--- config.mk ---
export PLATFORM = sky130hd
export DESIGN_NAME = ivc_top
export DESIGN_NICKNAME = d
export VERILOG_FILES = /design/src/rtl/ivc_pkg.sv /design/src/rtl/ivc_fetch_guard.sv /design/src/rtl/ivc_sysregs.sv /design/src/rtl/ivc_arbiter.sv /design/src/rtl/ivc_top.sv
export SDC_FILE = /design/constraint.sdc
export NUM_CORES = 1
export LEC_CHECK = 0
export BUFFER_PORTS_ARGS = -buffer_cell sky130_fd_sc_hd__buf_2
export CORE_UTILIZATION = 43
export DETAILED_ROUTE_END_ITERATION = 12
export PLACE_DENSITY = 0.8
export SETUP_SLACK_MARGIN = 0.2
export SLEW_MARGIN = 15
export SYNTH_ARGS = -nofsm -noshare
export SYNTH_HDL_FRONTEND = slang
export SYNTH_SLANG_ARGS = --single-unit
--- constraint.sdc ---
create_clock -name clk -period 2.9 [get_ports clk]
set_clock_uncertainty 0.05 [all_clocks]
set_input_delay 0.29 -clock clk [delete_from_list [all_inputs] [get_ports clk]]
set_output_delay 0.29 -clock clk [all_outputs]
set_load 0.05 [all_outputs]
--- src/rtl/ivc_pkg.sv ---
package ivc_pkg;

    localparam int SLOTS      = 32;
    localparam int PW         = $clog2(SLOTS);
    localparam int EXT_SLOTS  = SLOTS - 2;

    localparam int SLOT_RESET = SLOTS - 1;
    localparam int SLOT_NMI   = SLOTS - 2;
    localparam int SLOT_WDT   = 26;
    localparam int SLOT_SRX   = 23;
    localparam int SLOT_STX   = 22;

    typedef logic [15:0]   addr_t;
    typedef logic [PW-1:0] slot_t;

    localparam addr_t VEC_BASE = addr_t'(32'h0001_0000 - 2 * SLOTS);

    localparam logic [SLOTS-1:0] NONMASK = (SLOTS'(1) << SLOT_RESET) | (SLOTS'(1) << SLOT_NMI);

    // enable register 1 bit positions
    localparam int EN1_WDT = 0;
    localparam int EN1_OSC = 1;
    localparam int EN1_NMI = 4;
    localparam int EN1_ACC = 5;
    // flag register 1 bit positions
    localparam int FL1_WDT = 0;
    localparam int FL1_OSC = 1;
    localparam int FL1_POR = 2;
    localparam int FL1_RST = 3;
    localparam int FL1_NMI = 4;

    localparam logic [7:0] EN1_MASK = 8'h33;
    localparam logic [7:0] EN2_MASK = 8'h0F;
    localparam logic [7:0] FL1_MASK = 8'h1F;
    localparam logic [7:0] FL2_MASK = 8'h0F;
    localparam logic [7:0] FL1_POR_VAL = 8'h06;
    localparam logic [7:0] FL2_PUC_VAL = 8'h0A;

    typedef enum logic [1:0] {
        REG_EN1 = 2'd0,
        REG_EN2 = 2'd1,
        REG_FL1 = 2'd2,
        REG_FL2 = 2'd3
    } reg_sel_e;

    typedef struct packed {
        logic [7:0] en1;
        logic [7:0] en2;
        logic [7:0] fl1;
        logic [7:0] fl2;
    } sysregs_t;

    typedef struct packed {
        logic pin_rst;
        logic wdt_expire;
        logic key_viol;
        logic bad_fetch;
        logic nmi_pin;
        logic osc_fault;
    } sys_evt_t;

    typedef struct packed {
        logic  valid;
        slot_t slot;
        addr_t vec;
    } grant_t;

    function automatic addr_t slot_vector(input slot_t s);
        return VEC_BASE + addr_t'({s, 1'b0});
    endfunction

endpackage

--- src/rtl/ivc_fetch_guard.sv ---
module ivc_fetch_guard
    import ivc_pkg::*;
#(
    parameter addr_t RAM_LO  = 16'h0200,
    parameter addr_t RAM_HI  = 16'h03FF,
    parameter addr_t INFO_LO = 16'h1000,
    parameter addr_t INFO_HI = 16'h10FF,
    parameter addr_t CODE_LO = 16'hC000
) (
    input  logic  fetch_valid,
    input  addr_t fetch_addr,
    output logic  illegal
);

    logic in_ram, in_info, in_code;

    always_comb begin
        in_ram  = (fetch_addr >= RAM_LO)  && (fetch_addr <= RAM_HI);
        in_info = (fetch_addr >= INFO_LO) && (fetch_addr <= INFO_HI);
        in_code = (fetch_addr >= CODE_LO);
        illegal = fetch_valid && !(in_ram || in_info || in_code);
    end

endmodule

--- src/rtl/ivc_sysregs.sv ---
module ivc_sysregs
    import ivc_pkg::*;
(
    input  logic       clk,
    input  logic       rst,
    input  sys_evt_t   evt,
    input  logic       wdt_interval,
    input  logic [3:0] ser_set,
    input  logic       wr_en,
    input  reg_sel_e   sel,
    input  logic [7:0] wr_data,
    input  logic       wdt_ack,
    output sysregs_t   regs,
    output logic [7:0] rd_data,
    output logic       puc_now,
    output logic       puc_q
);

    sysregs_t nxt;

    assign puc_now = evt.pin_rst | (evt.wdt_expire & ~wdt_interval)
                   | evt.key_viol | evt.bad_fetch;

    always_comb begin
        nxt = regs;
        if (wr_en) begin
            unique case (sel)
                REG_EN1: nxt.en1 = wr_data & EN1_MASK;
                REG_EN2: nxt.en2 = wr_data & EN2_MASK;
                REG_FL1: nxt.fl1 = wr_data & FL1_MASK;
                REG_FL2: nxt.fl2 = wr_data & FL2_MASK;
            endcase
        end
        if (wdt_ack)                         nxt.fl1[FL1_WDT] = 1'b0;
        if (evt.pin_rst)                     nxt.fl1[FL1_WDT] = 1'b0;
        if (evt.wdt_expire || evt.key_viol)  nxt.fl1[FL1_WDT] = 1'b1;
        if (evt.nmi_pin)                     nxt.fl1[FL1_NMI] = 1'b1;
        if (evt.osc_fault)                   nxt.fl1[FL1_OSC] = 1'b1;
        if (evt.pin_rst)                     nxt.fl1[FL1_RST] = 1'b1;
        nxt.fl2 = nxt.fl2 | {4'b0000, ser_set};
        if (puc_now) begin
            nxt.en1          = '0;
            nxt.en2          = '0;
            nxt.fl1[FL1_OSC] = 1'b1;
            nxt.fl2          = FL2_PUC_VAL | {4'b0000, ser_set};
        end
    end

    always_ff @(posedge clk) begin
        if (rst) begin
            regs.en1 <= '0;
            regs.en2 <= '0;
            regs.fl1 <= FL1_POR_VAL;
            regs.fl2 <= FL2_PUC_VAL;
            puc_q    <= 1'b0;
        end else begin
            regs  <= nxt;
            puc_q <= puc_now;
        end
    end

    always_comb begin
        unique case (sel)
            REG_EN1: rd_data = regs.en1;
            REG_EN2: rd_data = regs.en2;
            REG_FL1: rd_data = regs.fl1;
            REG_FL2: rd_data = regs.fl2;
        endcase
    end


    wdt_autoclr_chk: assert property (@(posedge clk) disable iff (rst)
        (wdt_ack && !evt.wdt_expire && !evt.key_viol) |=> !regs.fl1[FL1_WDT]);


    pin_flag_chk: assert property (@(posedge clk) disable iff (rst)
        evt.pin_rst |=> regs.fl1[FL1_RST]);


    en2_write_chk: assert property (@(posedge clk) disable iff (rst)
        (wr_en && sel == REG_EN2 && !puc_now) |=> regs.en2 == $past(wr_data & EN2_MASK));

endmodule

--- src/rtl/ivc_arbiter.sv ---
module ivc_arbiter
    import ivc_pkg::*;
(
    input  logic             clk,
    input  logic             rst,
    input  logic [SLOTS-1:0] raw_req,
    input  logic             gie,
    output grant_t           grant
);

    logic [SLOTS-1:0] elig;

    for (genvar i = 0; i < SLOTS; i++) begin : g_gate
        if (NONMASK[i]) begin : g_nm
            assign elig[i] = raw_req[i];
        end else begin : g_mk
            assign elig[i] = raw_req[i] & gie;
        end
    end

    always_comb begin
        grant.valid = 1'b0;
        grant.slot  = '0;
        for (int i = 0; i < SLOTS; i++) begin
            if (elig[i]) begin
                grant.valid = 1'b1;
                grant.slot  = slot_t'(i);
            end
        end
        grant.vec = slot_vector(grant.slot);
    end


    gie_gate_chk: assert property (@(posedge clk) disable iff (rst)
        (grant.valid && !gie) |-> (grant.slot >= slot_t'(SLOT_NMI)));

endmodule

--- src/rtl/ivc_top.sv ---
module ivc_top
    import ivc_pkg::*;
(
    input  logic                 clk,
    input  logic                 rst,
    input  logic                 gie,
    input  logic [EXT_SLOTS-1:0] irq_lines,
    input  logic                 wdt_interval,
    input  logic                 wdt_expire,
    input  logic                 rst_pin_evt,
    input  logic                 key_viol,
    input  logic                 nmi_pin_evt,
    input  logic                 osc_fault_evt,
    input  logic                 acc_viol,
    input  logic [3:0]           ser_flag_set,
    input  logic                 fetch_valid,
    input  logic [15:0]          fetch_addr,
    input  logic                 rvec_valid,
    input  logic [15:0]          rvec_data,
    input  logic [1:0]           reg_addr,
    input  logic                 reg_we,
    input  logic [7:0]           reg_wdata,
    output logic [7:0]           reg_rdata,
    input  logic                 int_take,
    output logic                 int_pending,
    output logic [PW-1:0]        int_slot,
    output logic [15:0]          int_vector,
    output logic [SLOTS-1:0]     irq_ack,
    output logic                 sys_reset_req,
    output logic                 deep_sleep
);

    sys_evt_t         evt;
    sysregs_t         regs;
    grant_t           grant;
    logic             bad_fetch, puc_now, take_ok, wdt_ack;
    logic             rpend_q, halt_q;
    logic [SLOTS-1:0] raw_req, ack_q;
    logic             nmi_req, wdt_req, srx_req, stx_req;

    ivc_fetch_guard u_guard (
        .fetch_valid (fetch_valid),
        .fetch_addr  (fetch_addr),
        .illegal     (bad_fetch)
    );

    assign evt = '{pin_rst:    rst_pin_evt,
                   wdt_expire: wdt_expire,
                   key_viol:   key_viol,
                   bad_fetch:  bad_fetch,
                   nmi_pin:    nmi_pin_evt,
                   osc_fault:  osc_fault_evt};

    ivc_sysregs u_regs (
        .clk          (clk),
        .rst          (rst),
        .evt          (evt),
        .wdt_interval (wdt_interval),
        .ser_set      (ser_flag_set),
        .wr_en        (reg_we),
        .sel          (reg_sel_e'(reg_addr)),
        .wr_data      (reg_wdata),
        .wdt_ack      (wdt_ack),
        .regs         (regs),
        .rd_data      (reg_rdata),
        .puc_now      (puc_now),
        .puc_q        (sys_reset_req)
    );

    always_comb begin
        nmi_req = (regs.fl1[FL1_NMI] & regs.en1[EN1_NMI])
                | (regs.fl1[FL1_OSC] & regs.en1[EN1_OSC])
                | (acc_viol          & regs.en1[EN1_ACC]);
        wdt_req = regs.fl1[FL1_WDT] & regs.en1[EN1_WDT] & wdt_interval;
        srx_req = (regs.fl2[0] & regs.en2[0]) | (regs.fl2[2] & regs.en2[2]);
        stx_req = (regs.fl2[1] & regs.en2[1]) | (regs.fl2[3] & regs.en2[3]);

        raw_req                  = '0;
        raw_req[EXT_SLOTS-1:0]   = irq_lines;
        raw_req[SLOT_WDT]        = raw_req[SLOT_WDT] | wdt_req;
        raw_req[SLOT_SRX]        = raw_req[SLOT_SRX] | srx_req;
        raw_req[SLOT_STX]        = raw_req[SLOT_STX] | stx_req;
        raw_req[SLOT_NMI]        = nmi_req;
        raw_req[SLOT_RESET]      = rpend_q;
    end

    ivc_arbiter u_arb (
        .clk     (clk),
        .rst     (rst),
        .raw_req (raw_req),
        .gie     (gie),
        .grant   (grant)
    );

    assign int_pending = grant.valid & ~halt_q;
    assign int_slot    = grant.slot;
    assign int_vector  = grant.vec;
    assign take_ok     = int_take & int_pending;
    assign wdt_ack     = take_ok & (grant.slot == slot_t'(SLOT_WDT));
    assign irq_ack     = ack_q;
    assign deep_sleep  = halt_q;

    always_ff @(posedge clk) begin
        if (rst) begin
            rpend_q <= 1'b1;
            halt_q  <= 1'b0;
            ack_q   <= '0;
        end else begin
            if (puc_now)
                rpend_q <= 1'b1;
            else if (take_ok && grant.slot == slot_t'(SLOT_RESET))
                rpend_q <= 1'b0;

            if (rvec_valid && rvec_data == 16'hFFFF)
                halt_q <= 1'b1;
            else if (puc_now)
                halt_q <= 1'b0;

            ack_q <= '0;
            if (take_ok)
                ack_q[grant.slot] <= 1'b1;
        end
    end


    ack_onehot_chk: assert property (@(posedge clk) disable iff (rst)
        $onehot0(irq_ack));


    ack_cause_chk: assert property (@(posedge clk) disable iff (rst)
        (|irq_ack) |-> $past(int_take && int_pending));


    puc_clears_en_chk: assert property (@(posedge clk) disable iff (rst)
        sys_reset_req |-> (regs.en1 == 8'h00 && regs.en2 == 8'h00));


    low_fetch_chk: assert property (@(posedge clk) disable iff (rst)
        (fetch_valid && fetch_addr < 16'h0200) |=> sys_reset_req);


    sleep_cause_chk: assert property (@(posedge clk) disable iff (rst)
        $rose(deep_sleep) |-> $past(rvec_valid && rvec_data == 16'hFFFF));

endmodule

# Word level (Yosys, flattened, before mapping)

Index checks and enable logic that the tools add are counted.

Logic and storage cells: 157
Input port bits: 90
Bits in latches: 0
Flip-flop bits (word level): 56
Output and inout port bits: 64
Memory bits (read-only): 0
Memory bits (writable): 0
Memories kept: 0

Multiply operators: 0
Muxes and demuxes: 46
Reductions and logical operators: 27
Bitwise logic cells: 57
$add $sub $neg: 1
Shift operators: 0
Divide/modulo/power cells: 0
Magnitude comparators: 7
Eq/ne operators: 6

Operators with widths:

| kind                                                                          | number |
|---|---|
| 6-bit 2-to-1 mux                                                              | 32 |
| 1-bit AND                                                                     | 43 |
| 8-bit one-hot mux with 4 select lines                                         | 1 |
| 16-bit equality test (second input constant)                                  | 1 |
| 16-bit by 10-bit >= comparator with 1-bit output (second input constant)      | 1 |
| 16-bit by 13-bit >= comparator with 1-bit output (second input constant)      | 1 |
| 16-bit >= comparator (second input constant)                                  | 1 |
| 16-bit by 10-bit <= comparator with 1-bit output (second input constant)      | 1 |
| 16-bit by 13-bit <= comparator with 1-bit output (second input constant)      | 1 |
| 13-bit 2-to-1 mux                                                             | 1 |
| 2-bit AND reduction                                                           | 6 |
| 5-bit equality test (second input constant)                                   | 2 |
| 1-bit bitwise OR                                                              | 10 |
| 2-bit nonzero test                                                            | 5 |
| 7-bit by 7-bit adder with 8-bit output (first input constant)                 | 1 |
| 1-bit 2-to-1 mux                                                              | 8 |
| 8-bit 2-to-1 mux                                                              | 1 |
| 8-bit by 4-bit bitwise OR with 8-bit output                                   | 1 |
| 4-bit nonzero test                                                            | 2 |
| 1-bit logical AND                                                             | 6 |
| 5-bit by 6-bit less-than comparator with 1-bit output (second input constant) | 1 |
| 1-bit demux with 5-bit select                                                 | 1 |
| 5-bit by 1-bit >= comparator with 1-bit output (second input constant)        | 1 |
| 5-bit 2-to-1 mux                                                              | 1 |
| 9 further kinds                                                               | 15 |

# Depth between registers and ports, before layout

Gate-level depths: netlist of the first run.

Depth after elaboration: 39
Mapped depth: 9
Mapped depth without buffers: 7

# Cells and area by module

Synthesis of the first run repeated with hierarchy kept, for this count alone.

Cell total of the unflattened synthesis: 297
Area, all modules: 2,688.8 um^2

Modules (own cells, without submodules):

| module          | cells an instance | sequential area each (um^2) | area each (um^2) | instances |
|---|---|---|---|---|
| ivc_top         | 109               | 680.7                       | 1,117.3          | 1 |
| ivc_sysregs     | 100               | 360.3                       | 1,006.0          | 1 |
| ivc_arbiter     | 83                | 0.0                         | 530.5            | 1 |
| ivc_fetch_guard | 5                 | 0.0                         | 35.0             | 1 |

# Worst setup path after synthesis of the first run

Ideal clock, no wire load.

Path type: input to output
From: in gie
To: out int_pending
Cell stages on the path: 7
Required time: 2.560 ns
Buffers on the path: 2
Path slack: 0.175 ns
Data arrival time: 2.385 ns
Cell sequence: clkbuf_1 -> clkbuf_1 -> o41ai_1 -> and2_2 -> nand2_1 -> nor3_1 -> nor2_1

Word-level cells in the longest chain between the ends: 34
Elaborated cells on any way between the ends: 63
Classes of those cells: 32 x mux; 31 x bitwise

RTL lines:

| element                          | line              | text |
|---|---|---|
| from (decl)                      | ivc_top.sv:6      | `input logic gie,` |
| 1-bit AND                        | ivc_arbiter.sv:17 | `assign elig[i] = raw_req[i] & gie;` |
| 6-bit 2-to-1 mux (29 in series)  | ivc_arbiter.sv:25 | `if (elig[i]) begin` |
| 6-bit 2-to-1 mux * (3 in series) | ivc_arbiter.sv:25 |  |
| 1-bit AND *                      | ivc_top.sv:95     | `assign int_pending = grant.valid & ~halt_q;` |
| to (decl)                        | ivc_top.sv:25     | `output logic int_pending,` |

Mark *: on every way between the ends. The rest lies on a longest branch, timed or not.

# Final worst setup path of the first run

From: reg, netlist name u_regs.regs[1]
To: out int_pending

Word-level cells in the longest chain between the ends: 15

RTL lines:

| element                         | line              | text |
|---|---|---|
| 1-bit AND                       | ivc_top.sv:76     | `stx_req = (regs.fl2[1] & regs.en2[1]) \| (regs.fl2[3] & regs.en2[3]);` |
| 1-bit bitwise OR                | ivc_top.sv:76     |  |
| 1-bit bitwise OR                | ivc_top.sv:82     | `raw_req[SLOT_STX] = raw_req[SLOT_STX] \| stx_req;` |
| 1-bit AND                       | ivc_arbiter.sv:17 |  |
| 6-bit 2-to-1 mux (10 in series) | ivc_arbiter.sv:25 |  |
| 1-bit AND                       | ivc_top.sv:95     |  |

Every way passes these cells.

==> results.md, run 1 <==
* Crit path max-delay cell type: a221o_1
* Bufs and invs on worst path at 1
* Worst min path class: in2reg
* Fin. Hold Viols at 0
* Max Cap Viol at 0
* CTS tree: built
* Num Clock Sinks at 52
* FFs w/ async S/R, synth at 0%
* Synth Warn # at 0
* Stages on the worst setup path at 7
* Setup TNS at 0 ps
* Total core area at 5574 um2
* RSZ-0062 raised after global routing: true
* Initial antenna violation count at 0
* Die area at a little over 6000 um2
* Normalized max-slew margin at 50.67%
* Critical path arrival at 2300 ps
* Initial Util at 45.01%
* Number of detailed-route iterations in the first pass at 5
* Setup Viol. Count Final at 0
* Peak VDD IR at approximately 280 uV
* Sequential fraction of the synthesis area at 41.50%
* Detailed-route via count at 2545
* Pwr per Cell Area at 430.8 nW/um2
* Overall global routing resource usage at 22.18%
* Pin count of the biggest net entering global routing at 19
* Syn Std Cell Area at 2509 um2
* Vias in the first global route at 2220
* Ranking of synthesized cells by area: dfxtp_1 (41%), nor2_1 (6.9%), buf_4 (5.4%)
* Post-synth cell types at 55
* Most used cells in the layout excluding fill and tap cells: buf_2 (128), dfxtp_1 (52), nor2_1 (45)
* CTS buffer count at 5
* Drt drc at 0
* Final wirelength at 6.868 mm
* DPL Wire Length at 5.362 mm
* EDFF count, synth at 0
* Top_reg_cell synth: dfxtp_1
* Worst-path clk slew at 100 ps
* Fin nets at 506
* Crit-path cells: a221o_1, o41ai_4, and2_4, nand2_1, nor3_4, nor2_2, buf_2
* Vias per Instance at 5.204
* Std-Cell Rows at 27
* Hold Crit Start: ser_flag_set[3]
* CP startpoint: u_regs.regs[1]$_SDFF_PP1_
* Startpoint types: flip-flop
* Largest stage delay, worst path at about 420 ps
* Pins Over Slew Limit at 0
* Mapped Cells at 289
* Count of state elements after synthesis at 52
* R2R cell count at 6
* Antenna viol nets, final at 0
* Hold Path Cell Cnt at 2
* Die width at 78.38 um
* Global route total overflow at 0
* Status: finished clean
* Share of the synthesized area in the top cell type at 41.50%
* Reg2reg start: u_regs.regs[16]$_SDFFE_PP0P_
* WL per Instance at 14.04 um
* Clock Tree Buf Depth at 2
* Critical Path RT at 2560 ps
* Port Buffers at 130
* CP Class: reg2out
* Crit Path Max Fanout at 4
* Peak Freq at 379.2 MHz
* Cell taking the most area after synthesis: dfxtp_1
* Final cycle utilization of the critical path at 90.94%
* Final min period at 2637 ps
* Syn Area/Cell at a little under 9 um2
* Clk_lat worst skew at 320 ps
* Final GP Congestion at 0.9035
* IO Count at approximately 150
* Inserted Diodes at 0
* Initial DRC count at 116
* Leakage at approximately 1.5 nW
* Largest delay contributor family on the critical path: compound AO/OA/AOI/OAI gates
* P&R area growth vs syn at 32.42%
* Tightest Pin Transition at 738.4 ps
* Crit end category: primary output
* Root buffer cell: clkbuf_8
* DIE HEIGHT at 78.38 um
* First-pass GRT wire length at roughly 11 mm
* H-tree level count at 2
* Fin util at 59.60%
* Most common cell after layout, fill and taps aside: buf_2
* Share of layout cells above drive strength 1 at 39.81%
==> Yosys cell counts, types with 6 or more instances <==
cell	number
nand2_1	20
dfxtp_1	52
nor3_1	6
buf_4	18
inv_1	12
nand2b_1	6
o21ai_0	11
nor2b_1	6
mux2_2	6
nor2_1	46
mux2i_1	9
a21oi_1	12
clkbuf_1	8
nand3_1	6
==> cell families after synthesis <==
family / after synthesis / share of synthesized area (%)
simple gates: 123 / 25.29
compound gates: 56 / 16.11
flops: 52 / 41.50
buf+inv: 39 / 8.578
mux: 17 / 8.230
other cells: 2 / 0.2994
==> layer usage <==
metal / global-route usage, % / vias to the layer above / routed length [um]
li1: - / 1255 / -
met1: 27.36 / 1146 / 2942
met2: 38.51 / 129 / 3356
met3: 4.884 / 15 / 460
met4: 6.481 / 0 / 108
met5: 0 / - / 0
==> where the power goes <==
part	switching (mW)	internal, mW
combinational	0.167	0.0945
clock	0.265	0.177
sequential	0.00559	0.722
total	0.438	0.993
==> sequential cells by signal, summed over array words and instances (netlist names) <==
name,count
deep_sleep,1
rpend_q,1
u_regs.regs,17
irq_ack,32
u_regs.puc_q,1
==> worst paths after layout <==
path	to	slack, ps
worst max-delay path	int_pending	260
worst min-delay path	u_regs.regs[3]$_SDFF_PP1_	110
worst max register to register	irq_ack[2]$_SDFF_PP0_	640
worst min register to register	u_regs.regs[10]$_SDFFE_PP1P_	430
==> metrics by stage <==
step | worst slack, ps | instances | area [um2] | total power, mW | hold WS [ps]
final | 262.7 | 489 | 3322 | 1.431 | 110.8
after global placement | 351.1 | 479 | 3153 | 0.9883 | 403.6
after CTS | 197.4 | 487 | 3264 | 1.426 | 108.7
after global routing | 159.6 | 489 | 3322 | 1.491 | 97.58
after detailed placement | 365.6 | 479 | 3153 | 0.9926 | 410.9
after floorplan | 249.3 | 300 | 2552 | 0.9107 | 343.6
==> cell type report <==
cell class                      count  area, um2
Fill cell                         504       2252
Multi-Input combinational cell    209       1344
Sequential cell                    52       1041
Timing Repair Buffer              136      708.2
Tap cell                           72      90.09
Clock buffer                        5      68.82
Inverter                           12      45.04
Clock inverter                      3      25.02
==> timing repair <==
item | in CTS | in global routing
resized for setup | 3 | 12
pin swaps | 0 | 4
hold buffers | 0 | 0
endpoints found under the setup margin | 3 | 3
setup buffers | 0 | 2
Note: power is estimated with default switching activity, not from simulation.
==> inputs of run 2 (changes only) <==
- CORE_UTILIZATION: 43 -> 39
- PLACE_DENSITY: 0.8 -> 0.77
- RECOVER_POWER: default -> 100
- SLEW_MARGIN: 15 -> 20
- clock period: 2.9 -> 2.2 ns (I/O delays scaled with it)
==> results.md, run 2 (synthesis gave the netlist of run 1 again) <==
* Status: finished, violations left
* Violated checks: negative setup slack
* Worst min path class: in2reg
* DPL Wire Length at 5.530 mm
* Die width at slightly above 80 um
* Post-route design area at 3879 um2
* Crit end category: primary output
* Most used cells in the layout excluding fill and tap cells: buf_2 (85), dfxtp_1 (47), nor2_1 (41)
* Fin. Hold Viols at 0
* Pwr per Cell Area at 499.2 nW/um2
* Share of layout cells above drive strength 1 at 42.70%
* Switching part of the total at 30.29%
* CP Class: reg2out
* Max Cap Viol at 0
* Critical path destination: int_pending
* Fraction of power consumed by combinational cells at between 20% and 30%
* Cell Int Power at between 1 and 1.5 mW
* Die area at 6757 um2
* IO Count at 154
* Final min period at 2405 ps
* Drt drc at 0
* Port Buffers at 130
* Fin util at 64.00%
* Tightest Pin Transition at 618.0 ps
* Overall global routing resource usage at 22.85%
* RSZ-0062 raised after global routing: true
* WL per Instance at 15.38 um
* Clk pwr share at 28.5%
* Crit-path cells: a222oi_1, buf_4, nand3b_1, nor3b_4, nand2_4, nor3_4, nor2_4, buf_6
* R2R cell count at 10
* P&R area growth vs syn at 54.61%
* CTS tree: built
* Normalized max-slew margin at about three fifths
* Inserted Diodes at 0
* Clock Tree Buf Depth at 2
* H-tree level count at 2
* Max reg flops at 32
* Pins Over Slew Limit at 0
* Critical path arrival at 2130 ps
* Number of detailed-route iterations in the first pass at 4
* Fin nets at 541
* Vias per Instance at 5.156
* Critical Path RT at about 1900 ps
* Initial Util at 41.39%
* Clk_lat worst skew at slightly above 300 ps
* Total core area at slightly above 6000 um2
* Initial antenna violation count at 0
* P_sw at about 0.6 mW
* Cts hold-fix bufs at 0
* Pin count of the biggest net entering global routing at 18
* Flop pwr share at 49.5%
* Largest stage delay, worst path at roughly 330 ps
* CP startpoint: u_regs.regs[25]$_SDFFE_PP0P_
* Final wirelength at 8.104 mm
* Reg2reg end: irq_ack[2]$_SDFF_PP0_
* DIE HEIGHT at 82.20 um
* Reg2reg start: u_regs.regs[25]$_SDFFE_PP0P_
* Final worst setup slack at -205.0 ps
* Startpoint types: flip-flop
* Peak VDD IR at 392.8 uV
* Initial DRC count at 148
* Root buffer cell: clkbuf_8
* First-pass GRT wire length at 11.54 mm
* Global route total overflow at 0
* Flop-to-flop setup slack at -180 ps
* Most common cell after layout, fill and taps aside: buf_2
* Final GP Congestion at 0.8656
* Crit Path Max Fanout at 2
* Final cycle utilization of the critical path at 109.3%
* CTS buffer count at 5
* Std-Cell Rows at 28
* Post-placement cell area at 3313 um2
* Leakage at 1.683 nW
* Peak Freq at 415.8 MHz
* Vias in the first global route at 2486
* Antenna viol nets, final at 0
* Setup Viol. Count Final at 34
* Num Clock Sinks at 52
* Crit path max-delay cell type: dfxtp_2
* Worst-path clk slew at 90 ps
* Detailed-route via count at 2717
-- run 2: cell count changes in the layout (fill, tap and decap cells not counted), moves of 4 or more --
cell	previous run	this run
buf_8	0	9
nor2_1	45	41
buf_6	2	15
buf_4	6	28
clkbuf_1	0	34
dfxtp_1	52	47
buf_2	128	85
dfxtp_2	0	5
-- run 2: what timing repair did --
action / CTS / global route
setup buffers: 17 / 7
setup endpoints to repair: 40 / 43
endpoints found under the hold margin: 0 / 0
pin swaps: 16 / 8
resized for setup: 56 / 30
-- run 2: worst min-delay path by stage --
stage	start	to	slack [ps]	cells past startpoint
2_1_floorplan	ser_flag_set[1]	u_regs.regs[1]$_SDFF_PP1_	270	1
3_3_place_gp	ser_flag_set[1]	u_regs.regs[1]$_SDFF_PP1_	360	2
3_5_place_dp	osc_fault_evt	u_regs.regs[9]$_SDFFE_PP1P_	360	2
4_1_cts	osc_fault_evt	u_regs.regs[9]$_SDFFE_PP1P_	40	2
5_1_grt	ser_flag_set[3]	u_regs.regs[3]$_SDFF_PP1_	40	2
6_report	osc_fault_evt	u_regs.regs[9]$_SDFFE_PP1P_	40	2
-- run 2: power by group through the flow --
stage	clock, mW	combinational, mW	sequential (mW)
after floorplan	0	0.223	0.986
after global placement	0	0.346	0.979
after detailed placement	0	0.351	0.979
after CTS	0.556	0.386	0.957
after global routing	0.607	0.455	0.959
final	0.551	0.427	0.958
-- run 2: through the flow --
step | total power [mW] | hold WS [ps] | std cells | setup slack [ps] | TNS (ps)
3_3_place_gp | 1.325 | 358.7 | 495 | -0.1317 | -0.1317
5_1_grt | 2.021 | 42.75 | 527 | -336.2 | -8668
3_5_place_dp | 1.331 | 359.9 | 495 | -33.31 | -90.34
4_1_cts | 1.900 | 37.84 | 520 | -185.8 | -1673
6_report | 1.936 | 39.93 | 527 | -205.0 | -3622
2_1_floorplan | 1.209 | 273.6 | 300 | -102.7 | -621.1
-- run 2: worst max-delay path, delay by kind of cell (launching register included) --
| family | cells | cell delay, ps |
|---|---|---|
| AOI/OAI and AO/OA | 1 | 320 |
| buffers and inverters | 2 | 320 |
| DFF | 1 | 330 |
| and+or+nand+nor | 5 | 850 |
-- run 2: area by class of cell --
| class | count | area [um2] |
|---|---|---|
| multi-input cells | 209 | 1533 |
| well taps | 75 | 93.84 |
| clock buffers | 5 | 68.82 |
| inverters | 12 | 45.04 |
| flip-flops and latches | 52 | 1047 |
| clock inverters | 3 | 23.77 |
| fillers | 511 | 2182 |
| repair buffers | 171 | 1067 |
-- run 2: routing by layer --
metal	global-route usage, %	up-vias	wire length, um
li1	-	1331	-
met1	26.21	1259	3296
met2	41.16	114	4231
met3	4.835	13	436
met4	8.772	0	139
met5	0	-	0
==> inputs of run 3 (changes only) <==
- CORE_MARGIN: default -> 10
==> results.md, run 3 (synthesis gave the netlist of run 1 again) <==
* Status: finished, violations left
* Violated checks: negative setup slack
* First-pass GRT wire length at 14.20 mm
* Normalized max-slew margin at 58.25%
* DP Cell Count at between 500 and 600
* Fin. Hold Viols at 0
* Drt drc at 0
* Tightest Pin Transition at 628.9 ps
* Post-placement cell area at about 3400 um2
* Startpoint types: flip-flop
* Grt met3 use at 5.769%
* Total core area at 6314 um2
* Fin nets at 554
* CP Class: reg2out
* Port Buffers at 130
* Final min period at 2427 ps
* Worst min path class: in2reg
* Antenna viol nets, final at 0
* Largest delay contributor family on the critical path: compound AO/OA/AOI/OAI gates
* Vias in the first global route at 3003
* Cell mode on critical path: buf_6
* Most common cell after layout, fill and taps aside: buf_2
* Cts hold-fix bufs at 0
* DIE HEIGHT at roughly 100 um
* Root buffer cell: clkbuf_8
* Std-Cell Rows at 29
* Worst-path clk slew at 90 ps
* Global route total overflow at 0
* Peak Freq at 412.0 MHz
* Largest stage delay, worst path at 420 ps
* Inserted Diodes at 0
* Num Clock Sinks at 52
* Die area at 10040 um2
* CTS tree: built
* Detailed-route via count at roughly 2900
* H-tree level count at 2
* Crit Path Max Fanout at 2
* Final wirelength at 9.855 mm
* Share of layout cells above drive strength 1 at 46.24%
* Max Cap Viol at 0
* Initial antenna violation count at 0
* Post-route design area at 4033 um2
* Number of detailed-route iterations in the first pass at 5
* Crit end category: primary output
* Peak VDD IR at approximately 420 uV
* Crit-path cells: a221o_1, o41ai_4, and2_4, nand2_4, buf_4, buf_6, buf_6
* Pwr per Cell Area at 517.3 nW/um2
* Post-Place Setup Slack at -54.74 ps
* Initial DRC count at approximately 220
* Die width at 100.2 um
* Critical path arrival at around 2200 ps
* Register cell area after layout at 1047 um2
* Leakage at 1.758 nW
* P&R area growth vs syn at 60.75%
* Busiest metal layer after global routing: met2
* Crit path max-delay cell type: a221o_1
* RSZ-0062 raised after global routing: true
* Max reg flops at 32
* Final Instance Count excl. Fillers at 542
* Overall global routing resource usage at 16.89%
* Filler Cell Count at roughly 510
* GR met1 Demand/Resource at 17.93%
* IO Count at between 150 and 200
* Vias per Instance at 5.384
* Bufs and invs on worst path at 3
* CTS buffer count at 5
* WL per Instance at approximately 18 um
* Clock Tree Buf Depth at 2
* Setup TNS at -3766 ps
* Met2 Use GR at 30.12%
* Final GP Congestion at 0.9408
* Critical Path RT at 1930 ps
* Setup Viol. Count Final at 32
* Most used cells in the layout excluding fill and tap cells: buf_2 (85), dfxtp_1 (47), buf_4 (37)
* Clk_lat worst skew at 300 ps
* DPL Wire Length at 6.907 mm
* Pins Over Slew Limit at 0
* Final cycle utilization of the critical path at 110.3%
* Area occupied by multi-input gates at 1551 um2
* Initial Util at 39.73%
* Final worst setup slack at -227.0 ps
* Pin count of the biggest net entering global routing at 18
-- run 3: worst paths after layout --
kind / to / depth (start not counted) / slack [ps] / startpoint
max: int_slot[4] / 7 / -230 / u_regs.regs[1]$_SDFF_PP1_
min: u_regs.regs[1]$_SDFF_PP1_ / 2 / 40 / ser_flag_set[1]
max reg2reg: irq_ack[2]$_SDFF_PP0_ / 8 / -200 / u_regs.regs[1]$_SDFF_PP1_
min reg2reg: u_regs.regs[10]$_SDFFE_PP1P_ / 1 / 430 / u_regs.regs[10]$_SDFFE_PP1P_
-- run 3: layout make-up --
cell class	count	share of cell area [%]
Timing Repair Buffer	184	29.20
Sequential cell	52	25.97
Multi-Input combinational cell	209	38.47
Inverter	12	1.117
Tap cell	77	2.389
Clock inverter	3	1.148
Clock buffer	5	1.706
-- run 3: timing repair --
item,4_1_cts,5_1_grt
resized for setup,55,37
buffers inserted,18,11
setup endpoints to repair,40,41
pin swaps,30,23
endpoints found under the hold margin,0,0
-- run 3: routing by layer --
layer | vias to the layer above | wire (um)
li1 | 1349 | -
met1 | 1384 | 3647
met2 | 152 | 5023
met3 | 33 | 820
met4 | 0 | 364
met5 | - | 0
-- run 3: worst register-to-register path, delay by kind of cell (launching register included) --
kind,cells,cell delay [ps]
AOI/OAI and AO/OA,3,1250
and+or+nand+nor,3,480
DFF,1,330
buffers and inverters,2,220
-- run 3: per-stage QoR --
| stage | power (mW) | hold WS, ps | utilization [%] |
|---|---|---|---|
| 6_report | 2.086 | 43.51 | 63.87 |
| 5_1_grt | 2.157 | 49.47 | 63.87 |
| 4_1_cts | 2.034 | 38.61 | 60.54 |
| 3_5_place_dp | 1.339 | 360.0 | 53.47 |
| 3_3_place_gp | 1.332 | 354.3 | 53.47 |
| 2_1_floorplan | 1.209 | 273.6 | - |
-- run 3: report_power, final --
group	internal [mW]	switching, mW
registers	0.951	0.00712
clock network	0.343	0.330
logic	0.187	0.267
total	1.48	0.604
